## config.mk

```make
export PLATFORM = sky130hd
export DESIGN_NAME = pwm_multi
export DESIGN_NICKNAME = d
export VERILOG_FILES = /design/src/rtl/pwm_pkg.sv /design/src/rtl/pwm_addr_decode.sv /design/src/rtl/pwm_channel.sv /design/src/rtl/pwm_multi.sv
export SDC_FILE = /design/constraint.sdc
export NUM_CORES = 1
export LEC_CHECK = 0
export BUFFER_PORTS_ARGS = -buffer_cell sky130_fd_sc_hd__buf_4
export CORE_ASPECT_RATIO = 1.25
export CORE_MARGIN = 1.5
export CORE_UTILIZATION = 40
export DETAILED_ROUTE_END_ITERATION = 8
export PLACE_DENSITY = 0.65
export SKIP_CTS_REPAIR_TIMING = 1
export SLEW_MARGIN = 0
export SYNTH_ARGS = -nofsm -noshare
export SYNTH_HDL_FRONTEND = slang
export SYNTH_SLANG_ARGS = --single-unit
```

## constraint.sdc

```tcl
create_clock -name clk -period 4.4 [get_ports clk]
set_input_delay 0.88 -clock clk [delete_from_list [all_inputs] [get_ports clk]]
set_output_delay 0.88 -clock clk [all_outputs]
set_load 0.005 [all_outputs]
```

## src/rtl/pwm_pkg.sv

```systemverilog
`timescale 1ns/1ps
package pwm_pkg;
  localparam int CNT_W  = 16;
  localparam int PER_W  = 23;
  localparam int DIV_W  = 10;
  localparam int LVA_LO = 16;
  localparam int LVI_LO = 18;
  localparam int SEL_LO = 20;

  typedef enum logic [1:0] {
    OP_WRITE = 2'd0,
    OP_SET   = 2'd1,
    OP_CLR   = 2'd2,
    OP_TOG   = 2'd3
  } wr_op_e;

  // terminal value of the prescaler for a select code (divisor - 1)
  function automatic logic [DIV_W-1:0] div_last(input logic [2:0] code);
    case (code)
      3'd0: return DIV_W'(0);
      3'd1: return DIV_W'(1);
      3'd2: return DIV_W'(3);
      3'd3: return DIV_W'(7);
      3'd4: return DIV_W'(15);
      3'd5: return DIV_W'(63);
      3'd6: return DIV_W'(255);
      default: return DIV_W'(1023);
    endcase
  endfunction

  function automatic logic [31:0] apply_op(input wr_op_e op, input logic [31:0] old_v,
                                           input logic [31:0] d);
    case (op)
      OP_SET:  return old_v | d;
      OP_CLR:  return old_v & ~d;
      OP_TOG:  return old_v ^ d;
      default: return d;
    endcase
  endfunction
endpackage

```

## src/rtl/pwm_addr_decode.sv

```systemverilog
`timescale 1ns/1ps
module pwm_addr_decode
  import pwm_pkg::*;
#(
  parameter int NCH    = 2,
  parameter int ADDR_W = 7
) (
  input  logic [ADDR_W-1:0] addr,
  output logic              hit_ctrl,
  output logic [NCH-1:0]    hit_act,
  output logic [NCH-1:0]    hit_per,
  output wr_op_e            op
);
  localparam int GW = ADDR_W - 5;

  logic [GW-1:0] grp;
  logic          upper_half;
  logic          aligned;

  assign grp        = addr[ADDR_W-1:5];
  assign upper_half = addr[4];
  assign aligned    = (addr[1:0] == 2'b00);
  assign op         = wr_op_e'(addr[3:2]);
  assign hit_ctrl   = aligned && !upper_half && (grp == '0);

  for (genvar g = 0; g < NCH; g++) begin : g_ch
    assign hit_act[g] = aligned &&  upper_half && (grp == GW'(g));
    assign hit_per[g] = aligned && !upper_half && (grp == GW'(g + 1));
  end
endmodule

```

## src/rtl/pwm_channel.sv

```systemverilog
`timescale 1ns/1ps
module pwm_channel
  import pwm_pkg::*;
(
  input  logic             clk,
  input  logic             rst_n,
  input  logic             en,
  input  logic             per_wr,
  input  logic [31:0]      act_stage,
  input  logic [PER_W-1:0] per_stage,
  output logic             pwm,
  output logic             wrap,
  output logic             armed,
  output logic [CNT_W-1:0] cnt,
  output logic [CNT_W-1:0] last,
  output logic [31:0]      work_act,
  output logic [PER_W-1:0] work_per
);
  logic [DIV_W-1:0] presc_q;
  logic [CNT_W-1:0] cnt_q;
  logic             armed_q;
  logic [31:0]      wact_q;
  logic [PER_W-1:0] wper_q;
  logic             tick;
  logic             in_active;
  logic [1:0]       level;

  assign last      = wper_q[CNT_W-1:0] - CNT_W'(1);
  assign tick      = (presc_q == div_last(wper_q[SEL_LO +: 3]));
  assign wrap      = en && tick && (cnt_q == last);
  assign in_active = (cnt_q >= wact_q[CNT_W-1:0]) && (cnt_q < wact_q[31:16]);
  assign level     = in_active ? wper_q[LVA_LO +: 2] : wper_q[LVI_LO +: 2];
  assign pwm       = en && (level == 2'b11);

  always_ff @(posedge clk) begin
    if (!rst_n) begin
      presc_q <= '0;
      cnt_q   <= '0;
      armed_q <= 1'b0;
      wact_q  <= '0;
      wper_q  <= '0;
    end else if (!en) begin
      presc_q <= '0;
      cnt_q   <= '0;
      armed_q <= 1'b0;
      wact_q  <= act_stage;
      wper_q  <= per_stage;
    end else begin
      presc_q <= tick ? '0 : presc_q + DIV_W'(1);
      if (tick) cnt_q <= wrap ? '0 : cnt_q + CNT_W'(1);
      if (wrap && armed_q) begin
        wact_q <= act_stage;
        wper_q <= per_stage;
      end
      armed_q <= per_wr || (armed_q && !wrap);
    end
  end

  assign armed    = armed_q;
  assign cnt      = cnt_q;
  assign work_act = wact_q;
  assign work_per = wper_q;
endmodule

```

## src/rtl/pwm_multi.sv

```systemverilog
`timescale 1ns/1ps
module pwm_multi
  import pwm_pkg::*;
#(
  parameter int NCH    = 2,
  parameter int ADDR_W = $clog2(32 * (NCH + 1))
) (
  input  logic              clk,
  input  logic              rst_n,
  input  logic              wr_en,
  input  logic [ADDR_W-1:0] wr_addr,
  input  logic [31:0]       wr_data,
  input  logic [ADDR_W-1:0] rd_addr,
  output logic [31:0]       rd_data,
  output logic [NCH-1:0]    pwm_out
);
  logic                        w_ctrl, r_ctrl;
  logic [NCH-1:0]              w_act, w_per, r_act, r_per;
  wr_op_e                      w_op, r_op;

  logic [NCH-1:0]              ctrl_q;
  logic [NCH-1:0][31:0]        act_q;
  logic [NCH-1:0][PER_W-1:0]   per_q;
  logic [NCH-1:0]              per_wr_v;
  logic [NCH-1:0]              wrap_v;
  logic [NCH-1:0]              armed_v;
  logic [NCH-1:0][CNT_W-1:0]   cnt_v;
  logic [NCH-1:0][CNT_W-1:0]   last_v;
  logic [NCH-1:0][31:0]        wact_v;
  logic [NCH-1:0][PER_W-1:0]   wper_v;

  pwm_addr_decode #(.NCH(NCH), .ADDR_W(ADDR_W)) wdec_i (
    .addr(wr_addr), .hit_ctrl(w_ctrl), .hit_act(w_act), .hit_per(w_per), .op(w_op)
  );
  pwm_addr_decode #(.NCH(NCH), .ADDR_W(ADDR_W)) rdec_i (
    .addr(rd_addr), .hit_ctrl(r_ctrl), .hit_act(r_act), .hit_per(r_per), .op(r_op)
  );

  always_ff @(posedge clk) begin
    if (!rst_n)                ctrl_q <= '0;
    else if (wr_en && w_ctrl)  ctrl_q <= NCH'(apply_op(w_op, 32'(ctrl_q), wr_data));
  end

  for (genvar g = 0; g < NCH; g++) begin : g_ch
    always_ff @(posedge clk) begin
      if (!rst_n) begin
        act_q[g] <= '0;
        per_q[g] <= '0;
      end else if (wr_en) begin
        if (w_act[g]) act_q[g] <= apply_op(w_op, act_q[g], wr_data);
        if (w_per[g]) per_q[g] <= PER_W'(apply_op(w_op, 32'(per_q[g]), wr_data));
      end
    end

    assign per_wr_v[g] = wr_en && w_per[g];

    pwm_channel ch_i (
      .clk      (clk),
      .rst_n    (rst_n),
      .en       (ctrl_q[g]),
      .per_wr   (per_wr_v[g]),
      .act_stage(act_q[g]),
      .per_stage(per_q[g]),
      .pwm      (pwm_out[g]),
      .wrap     (wrap_v[g]),
      .armed    (armed_v[g]),
      .cnt      (cnt_v[g]),
      .last     (last_v[g]),
      .work_act (wact_v[g]),
      .work_per (wper_v[g])
    );
  end

  always_comb begin
    rd_data = '0;
    if (r_op == OP_WRITE) begin
      if (r_ctrl) rd_data = 32'(ctrl_q);
      for (int i = 0; i < NCH; i++) begin
        if (r_act[i]) rd_data = act_q[i];
        if (r_per[i]) rd_data = 32'(per_q[i]);
      end
    end
  end
endmodule

```

Word level (Yosys, flattened, before mapping) --
Cells that the tools add are included.
Storage, ports and cells: register bits 276, word-level logic and storage cells 146, input port bits 49, output and inout port bits 34
Operators by class: eq/ne operators 27, bitwise gates (word level) 19, add/sub/neg operators 6, reduce and logical (&&, ||, !) cells 50, magnitude comparators 4, muxes and demuxes 25
Operator list (number):
- $mux 32 | 9
- $pmux 32 s3 | 2
- $pmux 10 s7 | 2
- $pmux 23 s3 | 2
- $mux 23 | 4
- $and 32x32->32 | 2
- $or 32x32->32 | 2
- $xor 32x32->32 | 2
- $and 23x23->23 | 2
- $or 23x23->23 | 2
- $xor 23x23->23 | 2
- $add 16x1->16 const B | 2
- $eq 16x16->1 | 2
- $ge 16x16->1 | 2
- $lt 16x16->1 | 2
- $mux 16 | 2
- $not 32->32 | 1
- $sub 16x1->16 const B | 2
- $logic_and 1x1->1 | 29
- $add 10x1->10 const B | 2
- $eq 10x10->1 | 2
- $eq 3x3->1 const B | 6
- $eq 2x2->1 const B | 6
- $eq 3x2->1 const B | 4
- other kinds (15) | 38

Depth between registers and ports, before layout --
Gate-level depths: netlist of the first run.
depth in word-level cells 9, gate-level depth with buffers 14, depth with buffers taken out 10

Hierarchy --
Synthesis of the first run repeated with hierarchy kept, for this count alone.
Unflattened totals: cell total of the unflattened synthesis 2526, area, all modules 21563.2 um^2
By module, submodules not included:
- pwm_multi | cells an instance 1243, instances 1, seq. area each 2242.2 um^2, area an instance 10924.2 um^2
- pwm_channel at g_ch[0].ch_i | cells an instance 642, instances 1, seq. area each 1641.6 um^2, area an instance 5262.5 um^2
- pwm_channel at g_ch[1].ch_i | cells an instance 621, instances 1, seq. area each 1641.6 um^2, area an instance 5216.3 um^2
- pwm_addr_decode | cells an instance 10, instances 2, seq. area each 0.0 um^2, area an instance 80.1 um^2

Worst setup path after synthesis of the first run --
No wires, ideal clock.
path type reg-to-output, start point register g_ch[0].ch_i.cnt_q[9], end point output port pwm_out[0], path slack 1.245 ns, arrival time 2.275 ns, path buffers 1, stages on the path, launching flop included 11, data required time 3.520 ns, cell sequence dfxtp_1 -> ha_1 -> a21o_1 -> a21o_1 -> a211oi_1 -> o21bai_1 -> a21o_1 -> a221oi_1 -> mux2_2 -> nor2_1 -> buf_4
On the way: word-level cells in the longest chain between the ends 5, elaborated cells between the ends (all ways) 6, those cells by class order compare: 2; eq/ne: 1; mux: 1; reduce/logical: 2
RTL lines:
- start, declared | line pwm_channel.sv:20 | logic [CNT_W-1:0] cnt_q;
- start signal, assigned | line pwm_channel.sv:50 | if (tick) cnt_q <= wrap ? '0 : cnt_q + CNT_W'(1);
- $ge 16x16->1 / $lt 16x16->1 (equally long branches) | line pwm_channel.sv:31 | assign in_active = (cnt_q >= wact_q[CNT_W-1:0]) && (cnt_q < wact_q[31:16]);
- $logic_and 1x1->1 * | line pwm_channel.sv:31
- $mux 2 * | line pwm_channel.sv:32 | assign level = in_active ? wper_q[LVA_LO +: 2] : wper_q[LVI_LO +: 2];
- $eq 2x2->1 * | line pwm_channel.sv:33 | assign pwm = en && (level == 2'b11);
- $logic_and 1x1->1 * | line pwm_channel.sv:33
- end, declared | line pwm_multi.sv:15 | output logic [NCH-1:0] pwm_out
Every way passes the cells marked *; elsewhere a longest branch is shown, timed or not.

Worst setup path after layout of the first run --
Same ends and word-level chain as after synthesis.

==> impl_metrics.env, run 1 <==
export IMPL_grt_use_total_pct=22.93
export IMPL_rsz0062_at_grt="no"
export IMPL_hp_start="g_ch[0].ch_i.work_act[29]"
export IMPL_dp_hpwl_um=42330
export IMPL_p_per_area_nw_per_um2=268.0
export IMPL_clockRootBuffer="clkbuf_16"
export IMPL_worst_setup_path_end_kind="output port"
export IMPL_syn_to_final_growth_pct=10.67
export IMPL_routabilityCongestion=0.8794
export IMPL_worstMarginPinSlew_ns=1.170
export IMPL_cts_tree="done"
export IMPL_place_area_sq_um=21100
export IMPL_drive_above_1_share_pct=8.896
export IMPL_routedWlPerCell_um=18.53
export IMPL_fin_cells=3214
export IMPL_synth_edf_count=0
export IMPL_ys_flop_type="dfxtp_1"
export IMPL_final_area_sq_um=22180
export IMPL_first_pass_iters=8
export IMPL_finalCriticalPeriod_ns=4.087
export IMPL_status="completed"
export IMPL_grt_pass1_wl_um=95230
export IMPL_post_place_ws_ns=0.7506
export IMPL_wirelength_um=59550
export IMPL_setup_viol=0
export IMPL_syn_nets=2929
export IMPL_hold_ws_ns=0.4746
export IMPL_diodes=0
export IMPL_skew_ns=0.01708
export IMPL_hold_class="register to register"
export IMPL_fill_cells=4943
export IMPL_fin_util_pct=44.89
export IMPL_vias=18340
export IMPL_die_h_um=253.3
export IMPL_synth_area_sq_um=20040
export IMPL_r2r_slack_ns=0.71
export IMPL_fin_nets=2881
export IMPL_timing_max_cap_violations=0
export IMPL_fin_ws_ns=0.3128
export IMPL_pin_count=83
export IMPL_path_max_fanout=7
export IMPL_vias_per_cell=5.707
export IMPL_report_final_slew_viol_count=0
export IMPL_drc=0
export IMPL_std_cell_rows=91
export IMPL_multi_input_area_sq_um=12960
export IMPL_cts_buffer_depth=3
export IMPL_ys_warn_count=0
export IMPL_port_buffer_count=82
export IMPL_cts_made_buffers=31
export IMPL_yosys_top_cells_area="dfxtp_1 (28%), ha_1 (18%), nor2_1 (5.4%)"
export IMPL_dp_cells=3158
export IMPL_fin_tns_setup_ns=0
export IMPL_synthCells=2588
export IMPL_min_period_over_period_pct=92.89
export IMPL_clk_latency_ns=0.59
export IMPL_yosys_register_bits=276
export IMPL_startpoint_type="register"
export IMPL_critPathLaunch="g_ch[0].ch_i.cnt[9]"
export IMPL_yosysSeqAreaShare_pct=27.57
export IMPL_synthArstFlopShare_pct=0
export IMPL_start_util_pct=40.56
export IMPL_syn_avg_cell_area_sq_um=7.745
export IMPL_worstPathArrival_ns=3.21
export IMPL_ys_types=73
export IMPL_grt_max_degree=142
export IMPL_cts_max_level=1
export IMPL_dr_first_iter_drc_count=1449
export IMPL_postRouteAntennaNets=0
export IMPL_slew_headroom_pct=21.98
export IMPL_leakage_nw=8.542
export IMPL_area_sequential_sq_um=5525
export IMPL_ir_drop_mv=0.3027
export IMPL_die_x_um=203.2
export IMPL_antenna_found_initial=1
export IMPL_yosys_area_top_type="dfxtp_1"
export IMPL_gr_total_overflow=0
export IMPL_synth_top_cell_area_share_pct=27.57
export IMPL_crit_required_ns=3.52
export IMPL_clk_pin_slew_ns=0.06
export IMPL_die_area_sq_um=51470
export IMPL_total_power_mw=5.945
export IMPL_core_area_sq_um=49410
export IMPL_r2r_start="g_ch[1].ch_i.work_per[0]"
export IMPL_path_class="register to output port"
export IMPL_fmax_mhz=244.7
export IMPL_final_hold_viol_count=0
export IMPL_grt_pass1_vias=17280
export IMPL_clock_sinks=276
==> report_power, final <==
part	switching [mW]	total [mW]	internal, mW
logic	0.394	0.587	0.193
registers	0.0234	2.54	2.52
clock network	1.13	2.82	1.69
==> synthesized netlist by cell type, drive strengths merged (14+ instances only) <==
master    n
a211oi   81
a21o     14
a21oi   186
a222oi   21
and3     15
buf      39
clkbuf  152
dfxtp   276
ha      292
inv     223
nand2   198
nand3   153
nand4    22
nor2    291
nor2b    25
nor3     43
o211ai   67
o21ai   168
o31ai   112
xnor2    41
xor2     38
==> sequential cells by signal (all words and copies together) (netlist names) <==
register / cells
g_ch.ch_i.work_per: 46
per_q: 46
g_ch.ch_i.work_act: 64
g_ch.ch_i.presc_q: 20
g_ch.ch_i.cnt: 32
ctrl_q: 2
g_ch.ch_i.armed: 2
act_q: 64
==> critical path, cell delays in order (launching register included) <==
cell	delay [ns]
dfxtp_1	0.48
ha_1	0.30
a21o_1	0.18
a21o_1	0.16
a211oi_1	0.23
o21bai_1	0.10
a21o_1	0.18
a221oi_1	0.28
mux2_2	0.39
nor2_1	0.17
buf_4	0.14
==> metal layers <==
metal  up-vias  GRT usage, %  share of wire (%)
met5         -             0              0.020
met2       526         39.06                 47
li1       8987             -                  -
met3       111         2.703                5.1
met1      8716         29.35                 44
met4         2         9.037                3.7
==> cells in the final DEF, fill, tap and decap left out, types with 14 or more instances in the layout <==
master and count:
xor2_1 38, o31ai_1 67, nand2_1 198, a222oi_1 21, nor3_1 42, ha_1 292, o211ai_1 67, a211oi_1 80
a21oi_1 186, and3_1 15, nor2b_1 25, nor2_1 287, a21o_1 14, buf_4 99, inv_1 223, nand4_1 22
nand3_1 152, o31ai_2 45, xnor2_1 41, clkbuf_16 31, dfxtp_1 276, o21ai_0 167
==> logic make-up (layout without fill, tap and decap cells) <==
kind of cell / Yosys count / count (layout) / share of synthesized area, %
XOR/XNOR: 79 / 79 / 3.452
buffers and inverters: 415 / 390 / 8.096
AND/OR/NAND/NOR: 808 / 808 / 18.26
multiplexers: 9 / 9 / 0.5243
AO/OA/AOI/OAI: 709 / 709 / 23.88
adder cells (fa/ha/maj): 292 / 292 / 18.23
flip-flops: 276 / 276 / 27.57
==> layout make-up <==
| cell class | count | area share, % |
|---|---|---|
| inverter | 224 | 3.824 |
| clock buffer | 40 | 3.785 |
| sequential | 276 | 24.91 |
| clock inverter | 16 | 1.083 |
| multi-input combinational | 1897 | 58.45 |
| timing repair buffer | 110 | 4.281 |
| tap | 651 | 3.672 |
==> final timing paths <==
path,end,cells past startpoint
worst min register to register,g_ch[0].ch_i.work_act[29],2
worst max register to register,g_ch[1].ch_i.work_per[8],11
worst max-delay path,pwm_out[0],10
worst min-delay path,g_ch[0].ch_i.work_act[29],2
No activity file was read; power rests on OpenSTA's default activity.
==> run 2, diff against run 1 <==
==> constraint.sdc (replaced) <==
create_clock -name clk -period 4.1 [get_ports clk]
set_input_delay 0.82 -clock clk [delete_from_list [all_inputs] [get_ports clk]]
set_output_delay 0.82 -clock clk [all_outputs]
set_load 0.005 [all_outputs]
==> run 2 against run 1 <==
Net effect:
- core utilization grew 0.32 points
- die area is the same
- sequential share of layout area shrank 0.17 points
- non-clock buffer count grew 9
- power grew 9.7%
- final cell count grew 0.34%
- flip-flop and latch count is the same
- global-route usage shrank 0.29 points
- sequential power grew 7%
- largest power group unchanged
- via count shrank 0.53%
- final area grew 0.72%
==> impl_metrics.env, run 2 (synthesis results as in run 1) <==
export IMPL_status="completed"
export IMPL_postRouteAntennaNets=0
export IMPL_pin_count=83
export IMPL_clockRootBuffer="clkbuf_16"
export IMPL_final_area_sq_um=22340
export IMPL_cts_buffer_depth=3
export IMPL_cts_max_level=1
export IMPL_std_cell_rows=91
export IMPL_routedWlPerCell_um=18.34
export IMPL_r2r_slack_ns=0.40
export IMPL_worstReg2RegEnd="g_ch[1].ch_i.work_act[22]"
export IMPL_clk_pin_slew_ns=0.06
export IMPL_fill_cells=4902
export IMPL_fin_nets=2890
export IMPL_die_h_um=253.3
export IMPL_r2r_start="g_ch[1].ch_i.work_per[0]"
export IMPL_start_util_pct=40.56
export IMPL_port_buffer_count=82
export IMPL_p_per_area_nw_per_um2=291.8
export IMPL_cts_made_buffers=31
export IMPL_leakage_nw=8.641
export IMPL_crit_end="pwm_out[0]"
export IMPL_fin_tns_setup_ns=0
export IMPL_report_final_slew_viol_count=0
export IMPL_grt_max_degree=113
export IMPL_worst_setup_path_end_kind="output port"
export IMPL_grt_pass1_wl_um=94430
export IMPL_slowest_stage="mux2_2"
export IMPL_fmax_mhz=253.5
export IMPL_drc=0
export IMPL_worstMarginPinSlew_ns=1.143
export IMPL_dr_first_iter_drc_count=1626
export IMPL_vias_per_cell=5.657
export IMPL_fin_cells=3225
export IMPL_final_hold_viol_count=0
export IMPL_critPathLaunch="g_ch[0].ch_i.cnt[9]"
export IMPL_routabilityCongestion=0.8948
export IMPL_syn_to_final_growth_pct=11.47
export IMPL_cp_cell_sequence="ha_1 -> a21o_1 -> a21o_1 -> a211oi_2 -> o21bai_1 -> a21o_1 -> a221oi_1 -> mux2_2 -> nor2_1 -> buf_4"
export IMPL_die_x_um=203.2
export IMPL_ir_drop_mv=0.2786
export IMPL_path_class="register to output port"
export IMPL_total_power_mw=6.520
export IMPL_crit_top_cell="a21o_1"
export IMPL_first_pass_iters=7
export IMPL_timing_max_cap_violations=0
export IMPL_min_period_over_period_pct=96.20
export IMPL_antenna_found_initial=0
export IMPL_final_common_cell="ha_1"
export IMPL_vias=18240
export IMPL_clock_sinks=276
export IMPL_place_area_sq_um=21180
export IMPL_hold_class="register to register"
export IMPL_wirelength_um=59140
export IMPL_gr_total_overflow=0
export IMPL_area_sequential_sq_um=5527
export IMPL_core_area_sq_um=49410
export IMPL_multi_input_area_sq_um=12970
export IMPL_path_max_fanout=7
export IMPL_clk_latency_ns=0.59
export IMPL_cts_tree="done"
export IMPL_critPathTopFamily="compound AO/OA/AOI/OAI gates"
export IMPL_die_area_sq_um=51470
export IMPL_grt_pass1_vias=17210
export IMPL_rsz0062_at_grt="no"
export IMPL_rr_worst_depth=11
export IMPL_skew_ns=0.01051
export IMPL_startpoint_type="register"
export IMPL_dp_cells=3167
export IMPL_crit_required_ns=3.28
export IMPL_critPathMaxStageDelay_ns=0.41
export IMPL_final_cell_mix="ha_1 (292), nor2_1 (287), dfxtp_1 (275)"
export IMPL_post_place_ws_ns=0.4205
export IMPL_dp_hpwl_um=41860
export IMPL_worstPathArrival_ns=3.12
export IMPL_finalCriticalPeriod_ns=3.944
export IMPL_fin_ws_ns=0.1559
export IMPL_path_depth=10
export IMPL_slew_headroom_pct=23.80
export IMPL_grt_use_total_pct=22.64
export IMPL_drive_above_1_share_pct=9.596
export IMPL_setup_viol=0
export IMPL_diodes=0
export IMPL_critPathBufInv=1
==> run 2: cell count changes in the layout (fill, tap and decap cells not counted), sizes merged <==
cell,change
clkinvlp,-1
inv,+1
bufinv,+1
buf,+9
clkbuf,-3
clkinv,+4
==> run 2: worst min path at each step <==
| stage | from | to | cells past startpoint |
|---|---|---|---|
| after floorplan | g_ch[1].ch_i.work_per[18] | g_ch[1].ch_i.work_per[18] | 2 |
| after global placement | g_ch[0].ch_i.work_per[18] | g_ch[0].ch_i.work_per[18] | 2 |
| after detailed placement | g_ch[0].ch_i.work_act[11] | g_ch[0].ch_i.work_act[11] | 2 |
| after CTS | g_ch[0].ch_i.work_act[11] | g_ch[0].ch_i.work_act[11] | 2 |
| after global routing | g_ch[0].ch_i.work_act[25] | g_ch[0].ch_i.work_act[25] | 2 |
| final | g_ch[0].ch_i.work_act[11] | g_ch[0].ch_i.work_act[11] | 2 |
==> run 2: through the flow <==
step | hold slack, ns | utilization [%]
final | 0.4737 | 45.21
after detailed placement | 0.4667 | 42.87
after global routing | 0.4936 | 45.21
after CTS | 0.4752 | 45.20
after global placement | 0.4582 | 42.87
after floorplan | 0.4455 | -
==> run 2: layout make-up <==
cell class,instances,area share [%]
Clock inverter,21,1.322
Tap cell,651,3.646
Multi-Input combinational cell,1897,58.05
Inverter,224,3.797
Clock buffer,37,3.842
Timing Repair Buffer,119,4.609
Sequential cell,276,24.74
==> run 2: worst min-delay path: stages, from the launching register on <==
cell     delay (ns)
dfxtp_1        0.31
nand3_1        0.06
o31ai_1        0.06
==> run 2: power by group <==
part           internal [mW]  switching, mW  total [mW]
registers               2.70         0.0219        2.72
logic                  0.210          0.426       0.637
clock network           1.93           1.23        3.16
total                   4.84           1.68        6.52
==> run 2: layer usage <==
layer	wire length [um]	vias to the layer above	GRT usage (%)
met2	28670	507	39.96
met4	1512	0	6.497
li1	-	9001	-
met1	25710	8648	29.18
met3	3243	88	1.969
met5	0	-	0
